==> src/rtl/irq_pkg.sv <==
package irq_pkg;
  localparam int unsigned SRC_N = 6;
  localparam int unsigned IDX_W = $clog2(SRC_N);
  localparam int unsigned REG_W = 8;
  localparam int unsigned GLOBAL_BIT = 7;

  localparam logic [IDX_W-1:0] IDX_EXT  = IDX_W'(0);
  localparam logic [IDX_W-1:0] IDX_TMR0 = IDX_W'(1);
  localparam logic [IDX_W-1:0] IDX_TMR1 = IDX_W'(3);

  // Writable bits of the two mask registers: bit 6 is reserved.
  localparam logic [REG_W-1:0] EN_MASK = 8'hBF;
  localparam logic [REG_W-1:0] PR_MASK = 8'h3F;

  typedef struct packed {
    logic clrExt;
    logic clrTmr0;
    logic clrTmr1;
  } flagClr_t;

  function automatic logic [IDX_W-1:0] firstSet(input logic [SRC_N-1:0] v);
    logic [IDX_W-1:0] r;
    r = '0;
    for (int i = SRC_N - 1; i >= 0; i--) begin
      if (v[i]) r = IDX_W'(i);
    end
    return r;
  endfunction
endpackage

==> src/rtl/irq_datapath.sv <==
module irq_datapath
  import irq_pkg::*;
#(
  parameter int unsigned MON_EVT_N   = 7,
  parameter int unsigned SYNC_STAGES = 2
) (
  input  logic                 clk,
  input  logic                 rstN,
  input  logic                 wrEnable,
  input  logic                 wrPriority,
  input  logic                 wrTrigType,
  input  logic [REG_W-1:0]     wrData,
  input  logic                 extPinN,
  input  logic                 tmr0Ovf,
  input  logic                 tmr1Ovf,
  input  logic [MON_EVT_N-1:0] monEvt,
  input  logic                 serReq,
  input  logic                 ddcReq,
  input  flagClr_t             strb,
  output logic [SRC_N-1:0]     pendVec,
  output logic [REG_W-1:0]     enReg,
  output logic [REG_W-1:0]     prReg,
  output logic                 edgeMode
);
  logic [SYNC_STAGES-1:0] syncQ;
  logic pinS, pinPrev, extFlag, tmr0Flag, tmr1Flag;

  assign pinS = syncQ[SYNC_STAGES-1];

  always_ff @(posedge clk) begin
    if (!rstN) begin
      enReg    <= '0;
      prReg    <= '0;
      edgeMode <= 1'b0;
    end else begin
      if (wrEnable)   enReg    <= wrData & EN_MASK;
      if (wrPriority) prReg    <= wrData & PR_MASK;
      if (wrTrigType) edgeMode <= wrData[0];
    end
  end

  generate
    if (SYNC_STAGES > 1) begin : g_sync_chain
      always_ff @(posedge clk) begin
        if (!rstN) syncQ <= '1;
        else       syncQ <= {syncQ[SYNC_STAGES-2:0], extPinN};
      end
    end else begin : g_sync_single
      always_ff @(posedge clk) begin
        if (!rstN) syncQ <= '1;
        else       syncQ <= extPinN;
      end
    end
  endgenerate

  always_ff @(posedge clk) begin
    if (!rstN) begin
      pinPrev  <= 1'b1;
      extFlag  <= 1'b0;
      tmr0Flag <= 1'b0;
      tmr1Flag <= 1'b0;
    end else begin
      pinPrev <= pinS;
      if (edgeMode) begin
        if (pinPrev && !pinS) extFlag <= 1'b1;
        else if (strb.clrExt) extFlag <= 1'b0;
      end else begin
        extFlag <= !pinS;
      end
      if (tmr0Ovf)           tmr0Flag <= 1'b1;
      else if (strb.clrTmr0) tmr0Flag <= 1'b0;
      if (tmr1Ovf)           tmr1Flag <= 1'b1;
      else if (strb.clrTmr1) tmr1Flag <= 1'b0;
    end
  end

  assign pendVec = {ddcReq, serReq, tmr1Flag, |monEvt, tmr0Flag, extFlag};
endmodule

==> src/rtl/irq_control.sv <==
module irq_control
  import irq_pkg::*;
(
  input  logic             clk,
  input  logic             rstN,
  input  logic [SRC_N-1:0] pendVec,
  input  logic [REG_W-1:0] enReg,
  input  logic [REG_W-1:0] prReg,
  input  logic             edgeMode,
  input  logic             irqAck,
  input  logic             reti,
  output logic             irqReq,
  output logic [IDX_W-1:0] irqIdx,
  output logic [1:0]       inService,
  output flagClr_t         strb
);
  logic [SRC_N-1:0] elig, hiSet, loSet;
  logic             reqLevel, take;
  logic [1:0]       svcNext;

  assign elig  = pendVec & enReg[SRC_N-1:0] & {SRC_N{enReg[GLOBAL_BIT]}};
  assign hiSet = elig & prReg[SRC_N-1:0];
  assign loSet = elig & ~prReg[SRC_N-1:0];

  always_comb begin
    irqReq   = 1'b0;
    irqIdx   = '0;
    reqLevel = 1'b0;
    if (|hiSet && !inService[1]) begin
      irqReq   = 1'b1;
      irqIdx   = firstSet(hiSet);
      reqLevel = 1'b1;
    end else if (|loSet && inService == 2'b00) begin
      irqReq = 1'b1;
      irqIdx = firstSet(loSet);
    end
  end

  assign take         = irqAck && irqReq;
  assign strb.clrExt  = take && edgeMode && (irqIdx == IDX_EXT);
  assign strb.clrTmr0 = take && (irqIdx == IDX_TMR0);
  assign strb.clrTmr1 = take && (irqIdx == IDX_TMR1);

  always_comb begin
    svcNext = inService;
    if (reti) begin
      if (svcNext[1]) svcNext[1] = 1'b0;
      else            svcNext[0] = 1'b0;
    end
    if (take) svcNext[reqLevel] = 1'b1;
  end

  always_ff @(posedge clk) begin
    if (!rstN) inService <= 2'b00;
    else       inService <= svcNext;
  end
endmodule

==> src/rtl/prio_irq_ctrl.sv <==
module prio_irq_ctrl
  import irq_pkg::*;
#(
  parameter int unsigned MON_EVT_N   = 7,
  parameter int unsigned SYNC_STAGES = 2
) (
  input  logic                 clk,
  input  logic                 rstN,
  input  logic                 wrEnable,
  input  logic                 wrPriority,
  input  logic                 wrTrigType,
  input  logic [7:0]           wrData,
  input  logic                 extPinN,
  input  logic                 tmr0Ovf,
  input  logic                 tmr1Ovf,
  input  logic [MON_EVT_N-1:0] monEvt,
  input  logic                 serReq,
  input  logic                 ddcReq,
  input  logic                 irqAck,
  input  logic                 reti,
  output logic                 irqReq,
  output logic [2:0]           irqIdx,
  output logic [1:0]           inService
);
  logic [SRC_N-1:0] pendVec;
  logic [REG_W-1:0] enReg, prReg;
  logic             edgeMode;
  flagClr_t         strb;

  irq_datapath #(.MON_EVT_N(MON_EVT_N), .SYNC_STAGES(SYNC_STAGES)) dp_i (
    .clk(clk), .rstN(rstN), .wrEnable(wrEnable), .wrPriority(wrPriority),
    .wrTrigType(wrTrigType), .wrData(wrData), .extPinN(extPinN),
    .tmr0Ovf(tmr0Ovf), .tmr1Ovf(tmr1Ovf), .monEvt(monEvt), .serReq(serReq),
    .ddcReq(ddcReq), .strb(strb), .pendVec(pendVec), .enReg(enReg),
    .prReg(prReg), .edgeMode(edgeMode)
  );

  irq_control ctl_i (
    .clk(clk), .rstN(rstN), .pendVec(pendVec), .enReg(enReg), .prReg(prReg),
    .edgeMode(edgeMode), .irqAck(irqAck), .reti(reti), .irqReq(irqReq),
    .irqIdx(irqIdx), .inService(inService), .strb(strb)
  );
endmodule

==> config.mk <==
export PLATFORM = sky130hd
export DESIGN_NAME = prio_irq_ctrl
export DESIGN_NICKNAME = d
export VERILOG_FILES = /design/src/rtl/irq_pkg.sv /design/src/rtl/irq_datapath.sv /design/src/rtl/irq_control.sv /design/src/rtl/prio_irq_ctrl.sv
export SDC_FILE = /design/constraint.sdc
export NUM_CORES = 1
export LEC_CHECK = 0
export ABC_AREA = 1
export BUFFER_PORTS_ARGS = -buffer_cell sky130_fd_sc_hd__buf_2
export CAP_MARGIN = 30
export CORE_MARGIN = 5
export CORE_UTILIZATION = 45
export CTS_BUF_LIST = sky130_fd_sc_hd__clkbuf_16
export CTS_CLUSTER_DIAMETER = 80
export DETAILED_ROUTE_END_ITERATION = 6
export GPL_TIMING_DRIVEN = 1
export PLACE_DENSITY = 0.82
export SLEW_MARGIN = 20
export SYNTH_ARGS = -nofsm -noshare
export SYNTH_HDL_FRONTEND = slang
export SYNTH_SLANG_ARGS = --single-unit
export TNS_END_PERCENT = 30
==> constraint.sdc <==
create_clock -name clk -period 4.2 [get_ports clk]
set_clock_uncertainty 0.2 [all_clocks]
set_input_delay 0.21 -clock clk [delete_from_list [all_inputs] [get_ports clk]]
set_output_delay 0.21 -clock clk [all_outputs]
set_load 0.005 [all_outputs]
==> summary.md, run 1 <==
| Metric | Value |
|---|---|
| R2r setup slk | `2.27 ns` |
| Total number of vias | `1132` |
| Worst setup EP type | `output pin` |
| Max-slew violations | `0` |
| Commonest non-fill, non-tap cells in the layout | `buf_2 (31), nand2_1 (29), inv_1 (26)` |
| Crit path launch type | `register` |
| Leakage | `0.748 nW` |
| Final setup fails | `0` |
| GRT overflow | `0` |
| Clock Latency Late Sink | `0.25 ns` |
| Cell Area, Synth | `1160 µm²` |
| Die span in x | `60.7 µm` |
| Drt drc | `0` |
| Total GRT Usage | `15.0%` |
| First-pass GRT wire length | `4150 µm` |
| Worst r2r path cells | `11` |
| Final hold viol count | `0` |
| Avg Cell Area, Syn | `6.81 µm²` |
| Met1 Track Usage GR | `18.0%` |
| Yosys warns | `0` |
| Busiest grt layer | `met2` |
| Final core occ | `59.3%` |
| Largest net degree at the start of global routing | `19` |
| DRT antenna net count | `0` |
| Crit path launch | `dp_i.enReg[7]` |
| Final period util | `52.2%` |
| Synth Area in Compound Gates | `16.6%` |
| M3 GR Usage | `3.62%` |
| Adder-cell share of the synthesized area | `0%` |
| Setup tns final | `0 ns` |
| Arr. time, crit path | `1.78 ns` |
| Maxcap violations | `0` |
| Most common cell after layout, fill and taps aside | `buf_2` |
| Largest stage delay, worst path | `0.53 ns` |
| Core area | `2480 µm²` |
| Tot Pwr | `0.486 mW` |
| Root Driver | `clkbuf_16` |
| Count of cell types in the netlist | `21` |
| Reg2reg end | `dp_i.tmr0Flag` |
| Initial DRC Count | `13` |
| H-Tree Depth | `1` |
| Starting Density | `46.7%` |
| Combinational family with the most area after synthesis | `simple AND/OR/NAND/NOR gates` |
| Synthesized net count | `197` |
| Clock sinks | `22` |
| Status | `finished clean` |
| CTS buffer count | `3` |
| Slowest-stage cell, CP | `dfxtp_1` |
| Drt via density | `4.76` |
| Reg2reg start | `dp_i.enReg[7]` |
| Crit path buf inv count | `1` |
| Hpwl dp | `1920 µm` |
| Synth async-reset ratio | `0%` |
| Initial antenna violation count | `0` |
| Register bit total from synthesis | `22` |
| CTS tree | `built` |
| Total I/O pin count | `33` |
| Fillers | `248` |
| Die Y | `60.7 µm` |
| Post-layout min period | `2.19 ns` |
| Area growth, synth to finish | `27.0%` |
| CP max FO | `8` |
| CTS Hold Bufs | `6` |
| Xor/xnor cell area share of the yosys netlist | `0%` |
| CP top delay family | `simple AND/OR/NAND/NOR gates` |
| HP Class | `in2reg` |
| Clock transition at path regs | `0.06 ns` |
| Slew of the pin with the lowest slew margin | `0.364 ns` |
| Cell Rows | `18` |
| Share of cells above drive strength 1 | `26.9%` |
| Post-CTS Setup Bufs | `0` |
| Pre-CTS setup slack | `2.28 ns` |
| Number of global-route vias before repair | `1027` |
| Relative slew margins | `75.7%` |
| Port Buf Inserts | `31` |
| Ys flop type | `dfxtp_1` |
| Synth Area in Simple Gates | `34.9%` |
| Sequential cell area fraction in the yosys report | `38.1%` |
| CP Data Required Time | `3.79 ns` |
| GP Congestion | `0.835` |
| Critical-path cell list | `nand3_2, nor2_1, nor2_2, nand4_1, nand2_1, nor2_1, nand2_1, nand2_2, buf_2` |
| Clk buf depth | `2` |
| Pwr/cell area | `331 nW/µm²` |
| DRT Pass-1 Iters | `4` |
| Highest clock rate | `0.456 GHz` |
| Mux contribution to synthesized area | `0%` |
| WL final | `2490 µm` |
| Layout Nets | `237` |
| Worst VDD drop | `252 µV` |
| Mapped Cells | `170` |
| RSZ-0062 raised after global routing | `no` |
| CTS resizes | `0` |
| DR WL/cell | `10.5 µm` |
| WS Path Type | `reg2out` |
| Die ar. | `3690 µm²` |
| ANT cells | `0` |
| Post-synth EDFFs | `0` |
| Critical Path End | `irqIdx[0]` |
| Worst path depth | `9` |
| Setup ws final | `2.01 ns` |
| Met2 Use GR | `25.0%` |
## per-layer routing
layer  wire, µm  share of wire [%]
met1       1130                 45
met2       1140                 46
met3        144                5.8
met4         74                3.0
met5          0                  0
## flip-flops by register name, summed over array words and instances, names as in the netlist
register	cells
ctl_i.inService	2
dp_i.edgeMode	1
dp_i.enReg	7
dp_i.extFlag	1
dp_i.pinPrev	1
dp_i.prReg	6
dp_i.syncQ	2
dp_i.tmr0Flag	1
dp_i.tmr1Flag	1
## worst min path at each step
stage                     depth (start not counted)          start  slack [ns]       endpoint
after floorplan                                   1       wrEnable        0.10  dp_i.enReg[0]
after global placement                            1  dp_i.syncQ[0]        0.20  dp_i.syncQ[1]
after detailed placement                          1  dp_i.syncQ[0]        0.20  dp_i.syncQ[1]
after CTS                                         3      wrData[2]       0.002  dp_i.enReg[2]
after global routing                              3        tmr1Ovf        0.01  dp_i.tmr1Flag
final                                             3      wrData[2]      0.0005  dp_i.enReg[2]
## tightest hold or removal path, delay by kind of cell
family                 cells  cell delay [ns]
buffers and inverters      1             0.09
and+or+nand+nor            2             0.12
## synthesized netlist by cell type (4+ instances only)
library cell / number / area, µm²
nand2_1: 29 / 109
inv_1: 26 / 97.6
nor2_1: 25 / 93.8
dfxtp_1: 22 / 440
o21ai_0: 16 / 80.1
a21oi_1: 11 / 55.1
nand3_1: 6 / 30.0
nand4_1: 6 / 37.5
nor2_2: 6 / 37.5
nand2_2: 4 / 25.0
nand3_2: 4 / 40.0
## cell families after synthesis
| family | Yosys count |
|---|---|
| flip-flops | 22 |
| AO/OA/AOI/OAI | 34 |
| AND/OR/NAND/NOR | 84 |
| buffers and inverters | 30 |
## cell type report
| class | count | area [µm²] | area share, % |
|---|---|---|---|
| tap | 30 | 37.5 | 2.55 |
| clock buffer | 3 | 75.1 | 5.11 |
| inverter | 28 | 105 | 7.15 |
| timing repair buffer | 37 | 215 | 14.6 |
| sequential | 22 | 440 | 30.0 |
| multi-input combinational | 118 | 597 | 40.6 |
## report_power, final
| part | switching [mW] | internal [mW] | total, mW | leakage (nW) |
|---|---|---|---|---|
| sequential | 0.00933 | 0.222 | 0.231 | 0.182 |
| combinational | 0.0322 | 0.0271 | 0.0594 | 0.529 |
| clock | 0.0700 | 0.126 | 0.196 | 0.0370 |
## stage by stage
| step | hold WS, ns | cells | cell area (µm²) |
|---|---|---|---|
| finish | 0.000538 | 238 | 1470 |
| global route | 0.0129 | 238 | 1470 |
| CTS | 0.00198 | 238 | 1470 |
| detailed placement | 0.199 | 229 | 1340 |
| global placement | 0.197 | 229 | 1340 |
| floorplan | 0.103 | 170 | 1160 |
Note: power is estimated with default switching activity, not from simulation.
==> run 2: changes to the inputs <==
--- a/config.mk
+++ b/config.mk
@@ -14,7 +14,7 @@
 export CTS_CLUSTER_DIAMETER = 80
 export DETAILED_ROUTE_END_ITERATION = 6
 export GPL_TIMING_DRIVEN = 1
-export PLACE_DENSITY = 0.82
+export PLACE_DENSITY = 0.84
 export SLEW_MARGIN = 20
 export SYNTH_ARGS = -nofsm -noshare
 export SYNTH_HDL_FRONTEND = slang
==> constraint.sdc (replaced) <==
create_clock -name clk -period 1.9 [get_ports clk]
set_clock_uncertainty 0.2 [all_clocks]
set_input_delay 0.095 -clock clk [delete_from_list [all_inputs] [get_ports clk]]
set_output_delay 0.095 -clock clk [all_outputs]
set_load 0.005 [all_outputs]
==> run 2 against run 1 <==
Effect of this change:
- sequential power grew 120%
- hold slack gained 0.0093 ns
- count of clock-buffer cells in the layout is the same
- sequential cell count is the same
- design area grew 14%
- non-clock buffer count grew 14
- largest power group unchanged
- setup slack lost 2.0 ns
- critical path depth is the same
- sequential share of layout area shrank 3.5 points
- utilization grew 8.5 points
- combinational power grew to 2.7 times the previous value
- global-route usage grew 1.4 points
==> summary.md, run 2 (synthesis gave the netlist of run 1 again) <==
| Metric | Value |
|---|---|
| Die Y | `60.7 µm (unchanged)` |
| Hpwl dp | `1850 µm (-3.3%)` |
| Final core occ | `67.9% (+8.5 points)` |
| Largest net degree at the start of global routing | `19 (unchanged)` |
| Final period util | `98.9%` |
| Int Power | `0.848 mW (+130%)` |
| Drt drc | `0 (unchanged)` |
| ANT cells | `0 (unchanged)` |
| Sw Pwr | `0.264 mW (+140%)` |
| DRT antenna net count | `0 (unchanged)` |
| CP max FO | `8 (unchanged)` |
| Combinational share of power | `14.4% (+2.2 points)` |
| Initial DRC Count | `17 (+4)` |
| Die ar. | `3690 µm² (unchanged)` |
| Slew of the pin with the lowest slew margin | `0.254 ns (-0.109 ns)` |
| Cell Rows | `18 (unchanged)` |
| Pwr/cell area | `661 nW/µm² (+100%)` |
| Arr. time, crit path | `1.58 ns (-0.20 ns)` |
| Port Buf Inserts | `31 (unchanged)` |
| Status | `finished clean` |
| Fillers | `210 (-15%)` |
| Die span in x | `60.7 µm (unchanged)` |
| Maxcap violations | `0 (unchanged)` |
| Total GRT Usage | `16.4% (+1.4 points)` |
| Clock sinks | `22 (unchanged)` |
| WL final | `2890 µm (+16%)` |
| Clock transition at path regs | `0.06 ns (about the same)` |
| Clock Latency Late Sink | `0.25 ns (about the same)` |
| Crit path launch type | `register` |
| DR WL/cell | `11.4 µm (+9.4%)` |
| DRT Pass-1 Iters | `4 (unchanged)` |
| Switch share | `23.7% (+0.76 points)` |
| Final hold viol count | `0 (unchanged)` |
| GP Congestion | `0.829 (-0.72%)` |
| Share of cells above drive strength 1 | `28.8% (+1.9 points)` |
| Relative slew margins | `83.0% (+7.3 points)` |
| Final hold slack | `0.00988 ns (+0.00934 ns)` |
| Highest clock rate | `0.532 GHz` |
| Clock power share | `39.2% (-1.1 points)` |
| Starting Density | `46.7% (unchanged)` |
| Core area | `2480 µm² (unchanged)` |
| CTS tree | `built` |
| HP Class | `in2reg` |
| Initial antenna violation count | `0 (unchanged)` |
| Biggest register | `dp_i.enReg` |
| Worst VDD drop | `752 µV (+200%)` |
| CTS buffer count | `3 (unchanged)` |
| Total I/O pin count | `33 (unchanged)` |
| Most common cell after layout, fill and taps aside | `buf_2` |
| RSZ-0062 raised after global routing | `yes` |
| Max-slew violations | `0 (unchanged)` |
| Total number of vias | `1211 (+7.0%)` |
| Root Driver | `clkbuf_16` |
| Drt via density | `4.81 (+1.0%)` |
| GRT overflow | `0 (unchanged)` |
| First-pass GRT wire length | `4540 µm (+9.3%)` |
| WS Path Type | `reg2out` |
| Leakage | `0.813 nW (+8.6%)` |
| Register share of total power | `46.4% (-1.1 points)` |
| Top Registers | `dp_i.enReg x7, dp_i.prReg x6` |
| Clk buf depth | `2 (unchanged)` |
| Commonest non-fill, non-tap cells in the layout | `buf_2 (31), nand2_1 (29), inv_1 (25)` |
| Post-layout min period | `1.88 ns` |
| Layout Nets | `251 (+5.9%)` |
| Worst setup EP type | `output pin` |
| Largest register FFs | `7 (unchanged)` |
| Tot Pwr | `1.11 mW (+130%)` |
| Number of global-route vias before repair | `1149 (+12%)` |
| Final setup fails | `0 (unchanged)` |
| Sequential standard cell area | `444 µm² (+0.85%)` |
| Area occupied by multi-input gates | `667 µm² (+12%)` |
| Area growth, synth to finish | `45.3%` |
| CP Data Required Time | `1.60 ns (-2.19 ns)` |
| H-Tree Depth | `1 (unchanged)` |
run 2: layout make-up:
cell class	instances	area share (%)
Clock buffer	3	4.46
Inverter	28	6.25
Multi-Input combinational cell	118	39.7
Sequential cell	22	26.4
Tap cell	30	2.23
Timing Repair Buffer	51	21.0
run 2: worst max-delay path, stage by stage (launching register included):
cell	delay, ns
dfxtp_4	0.43
nand3_2	0.15
nor2_1	0.12
nor2_1	0.06
nand4_1	0.09
nand2_1	0.09
nor2_1	0.10
nand2_1	0.09
nand2_2	0.08
buf_2	0.11
run 2: worst paths after layout:
path                  from             to  slack [ns]  cells past startpoint
max          dp_i.enReg[7]      irqIdx[0]        0.02                      9
max reg2reg  dp_i.enReg[7]   dp_i.extFlag        0.16                     11
min               wrEnable  dp_i.enReg[5]        0.01                      3
min reg2reg  dp_i.syncQ[0]  dp_i.syncQ[1]        0.21                      1
run 2: layer usage:
layer / vias to the layer above / global-route usage [%] / part of all wire [%]
li1: 647 / - / -
met1: 527 / 17.9 / 40
met2: 31 / 30.1 / 52
met3: 6 / 3.40 / 6.6
met4: 0 / 7.43 / 1.6
met5: - / 0 / 0
run 2: through the flow:
stage,setup TNS [ns],setup WS (ns),std cells,instance area [µm²]
after floorplan,0,0.300,170,1160
after global placement,0,0.0436,229,1340
after detailed placement,-0.0214,-0.0186,229,1340
after CTS,0,0.00734,251,1610
after global routing,-0.230,-0.0975,252,1680
final,0,0.0218,252,1680
run 2: power by group through the flow:
stage / clock network [mW] / registers [mW] / logic, mW
5_1_grt: 0.463 / 0.520 / 0.180
3_3_place_gp: 0 / 0.519 / 0.118
3_5_place_dp: 0 / 0.520 / 0.120
6_report: 0.435 / 0.516 / 0.160
4_1_cts: 0.435 / 0.510 / 0.153
2_1_floorplan: 0 / 0.512 / 0.0787
run 2: repair_timing:
item	CTS	global route
endpoints found under the hold margin	19	0
cloned	0	0
pin swaps	0	3
gates resized for setup	3	15
setup buffers	0	1
setup endpoints to repair	7	2
hold buffers	19	0
==> run 3: changes to the inputs <==
--- a/config.mk
+++ b/config.mk
@@ -9,12 +9,12 @@
 export BUFFER_PORTS_ARGS = -buffer_cell sky130_fd_sc_hd__buf_2
 export CAP_MARGIN = 30
 export CORE_MARGIN = 5
-export CORE_UTILIZATION = 45
+export CORE_UTILIZATION = 30
 export CTS_BUF_LIST = sky130_fd_sc_hd__clkbuf_16
 export CTS_CLUSTER_DIAMETER = 80
 export DETAILED_ROUTE_END_ITERATION = 6
 export GPL_TIMING_DRIVEN = 1
-export PLACE_DENSITY = 0.84
+export PLACE_DENSITY = 0.64
 export SLEW_MARGIN = 20
 export SYNTH_ARGS = -nofsm -noshare
 export SYNTH_HDL_FRONTEND = slang
==> run 3 against run 2 <==
Effect of this change:
- non-clock buffer count unchanged
- sequential power about the same
- count of clock-buffer cells in the layout unchanged
- largest power group unchanged
- highest routed layer unchanged
==> summary.md, run 3 (synthesis gave the netlist of run 1 again) <==
| Metric | Value |
|---|---|
| Most common cell after layout, fill and taps aside | `buf_2` |
| Cell Rows | `22 (+4)` |
| Initial antenna violation count | `0 (unchanged)` |
| Die ar. | `5200 µm² (+41%)` |
| DRT antenna net count | `0 (unchanged)` |
| Initial DRC Count | `21 (+4)` |
| Clock sinks | `22 (unchanged)` |
| H-Tree Depth | `1 (unchanged)` |
| Highest clock rate | `0.543 GHz (+1.9%)` |
| Biggest register | `dp_i.enReg` |
| DR WL/cell | `10.1 µm (-12%)` |
| Commonest non-fill, non-tap cells in the layout | `buf_2 (30), nand2_1 (28), inv_1 (25)` |
| ANT cells | `0 (unchanged)` |
| Drt via density | `4.43 (-7.9%)` |
| Leakage | `0.812 nW (-0.14%)` |
| Setup ws final | `0.0570 ns (+0.0352 ns)` |
| Final period util | `97.0% (-1.9 points)` |
| CP Data Required Time | `1.60 ns (about the same)` |
| GP Congestion | `0.760 (-8.3%)` |
| Area growth, synth to finish | `48.0%` |
| Core area | `3690 µm² (+49%)` |
| Total number of vias | `1195 (-1.3%)` |
| Final hold viol count | `0 (unchanged)` |
| WS Path Type | `reg2out` |
| Slowest-stage cell, CP | `dfxtp_4` |
| HP Class | `reg2reg` |
| Largest stage delay, worst path | `0.44 ns (about the same)` |
| Fillers | `397 (+89%)` |
| Root Driver | `clkbuf_16` |
| Drt drc | `0 (unchanged)` |
| Total I/O pin count | `33 (unchanged)` |
| Number of global-route vias before repair | `1191 (+3.7%)` |
| Critical-path cell list | `nand3_4, nor2_4, o21ai_1, nand2_1, nand2_1, nand2_1, nand2_1, nor2_1, nand2_1, nand2_2, buf_6` |
| Die span in x | `72.1 µm (+19%)` |
| Arr. time, crit path | `1.55 ns (-0.03 ns)` |
| Final hold slack | `0.235 ns (+0.225 ns)` |
| Most frequent CP cell | `nand2_1` |
| Worst VDD drop | `359 µV (-52%)` |
| DRT Pass-1 Iters | `4 (unchanged)` |
| CP max FO | `8 (unchanged)` |
| Pre-CTS setup slack | `0.0248 ns (+0.0434 ns)` |
| Largest register FFs | `7 (unchanged)` |
| Status | `finished clean` |
| Total GRT Usage | `11.4% (-5.0 points)` |
| Share of cells above drive strength 1 | `29.7% (+0.90 points)` |
| Port Buf Inserts | `31 (unchanged)` |
| Top Registers | `dp_i.enReg x7, dp_i.prReg x6` |
| Post-layout min period | `1.84 ns (-0.0352 ns)` |
| Pwr/cell area | `646 nW/µm² (-2.3%)` |
| Clock transition at path regs | `0.05 ns (about the same)` |
| Maxcap violations | `0 (unchanged)` |
| Final core occ | `46.4% (-21 points)` |
| Clk buf depth | `2 (unchanged)` |
| Max-slew violations | `0 (unchanged)` |
| Layout Nets | `251 (unchanged)` |
| Tot Pwr | `1.11 mW (-0.48%)` |
| Die Y | `72.1 µm (+19%)` |
| Worst setup EP type | `output pin` |
| Hpwl dp | `2040 µm (+10%)` |
| Final setup fails | `0 (unchanged)` |
| RSZ-0062 raised after global routing | `yes` |
| Cell Area, Placed | `1360 µm² (+1.7%)` |
| Relative slew margins | `82.8% (-0.25 points)` |
| Starting Density | `31.4% (-15 points)` |
| CTS buffer count | `3 (unchanged)` |
| WL final | `2740 µm (-5.2%)` |
| Slew of the pin with the lowest slew margin | `0.258 ns (+0.00369 ns)` |
| CTS tree | `built` |
| First-pass GRT wire length | `4770 µm (+5.0%)` |
| Crit path launch type | `register` |
| Clock Latency Late Sink | `0.25 ns (about the same)` |
| Final instance area | `1710 µm² (+1.9%)` |
| GRT overflow | `0 (unchanged)` |
| Largest net degree at the start of global routing | `19 (unchanged)` |
## run 3: cell types whose count changed in the layout (fill, tap and decap cells not counted)
cell / change
nand2_1: -1
buf_4: +1
o21ai_1: -1
o21ai_0: +1
buf_6: +1
nor2_4: -1
nand3_2: -1
nor2_2: +1
nand3_4: +1
buf_2: -1
dlygate4sd3_1: -1
nand2_2: +1
## run 3: report_power, final
part | total, mW | internal [mW] | switching, mW
registers | 0.517 | 0.490 | 0.0275
logic | 0.157 | 0.0796 | 0.0772
clock network | 0.432 | 0.278 | 0.155
total | 1.11 | 0.847 | 0.259
## run 3: path summary, 6_finish.rpt
kind                            depth (start not counted)           from  slack (ns)             to
worst max-delay path                                   11  dp_i.enReg[7]        0.06      irqIdx[0]
worst min register to register                          1  dp_i.syncQ[0]        0.24  dp_i.syncQ[1]
worst min-delay path                                    1  dp_i.syncQ[0]        0.24  dp_i.syncQ[1]
worst max register to register                         14  dp_i.enReg[7]        0.08  dp_i.tmr0Flag
## run 3: routing by layer
layer	GRT usage [%]	share of wire, %
met4	5.01	1.7
met2	19.9	49
met1	13.2	45
met3	2.35	4.3
met5	0	0
## run 3: layout make-up
type	instances	area, µm²	area share (%)
Clock buffer	3	75.1	4.38
Tap cell	48	60.1	3.51
Timing Repair Buffer	51	357	20.8
Sequential cell	22	444	25.9
Inverter	28	105	6.14
Multi-Input combinational cell	118	672	39.2
## run 3: metrics by stage
stage,TNS (ns),instances
floorplan,0,170
global placement,0,247
detailed placement,0,247
CTS,0,268
global route,-0.164,270
finish,0,270
## run 3: worst max-delay path: cells and delay by family, from the launching register on
| family | cells | cell delay, ns |
|---|---|---|
| flip-flops | 1 | 0.44 |
| AO/OA/AOI/OAI | 1 | 0.06 |
| AND/OR/NAND/NOR | 9 | 0.71 |
| buffers and inverters | 1 | 0.09 |
## run 3: what timing repair did
action | 4_1_cts | 5_1_grt
buffers inserted | 0 | 2
gates resized for setup | 2 | 17
hold endpoints to repair | 19 | 0
pin swaps | 0 | 4
hold buffers | 18 | 0
setup endpoints to repair | 3 | 3
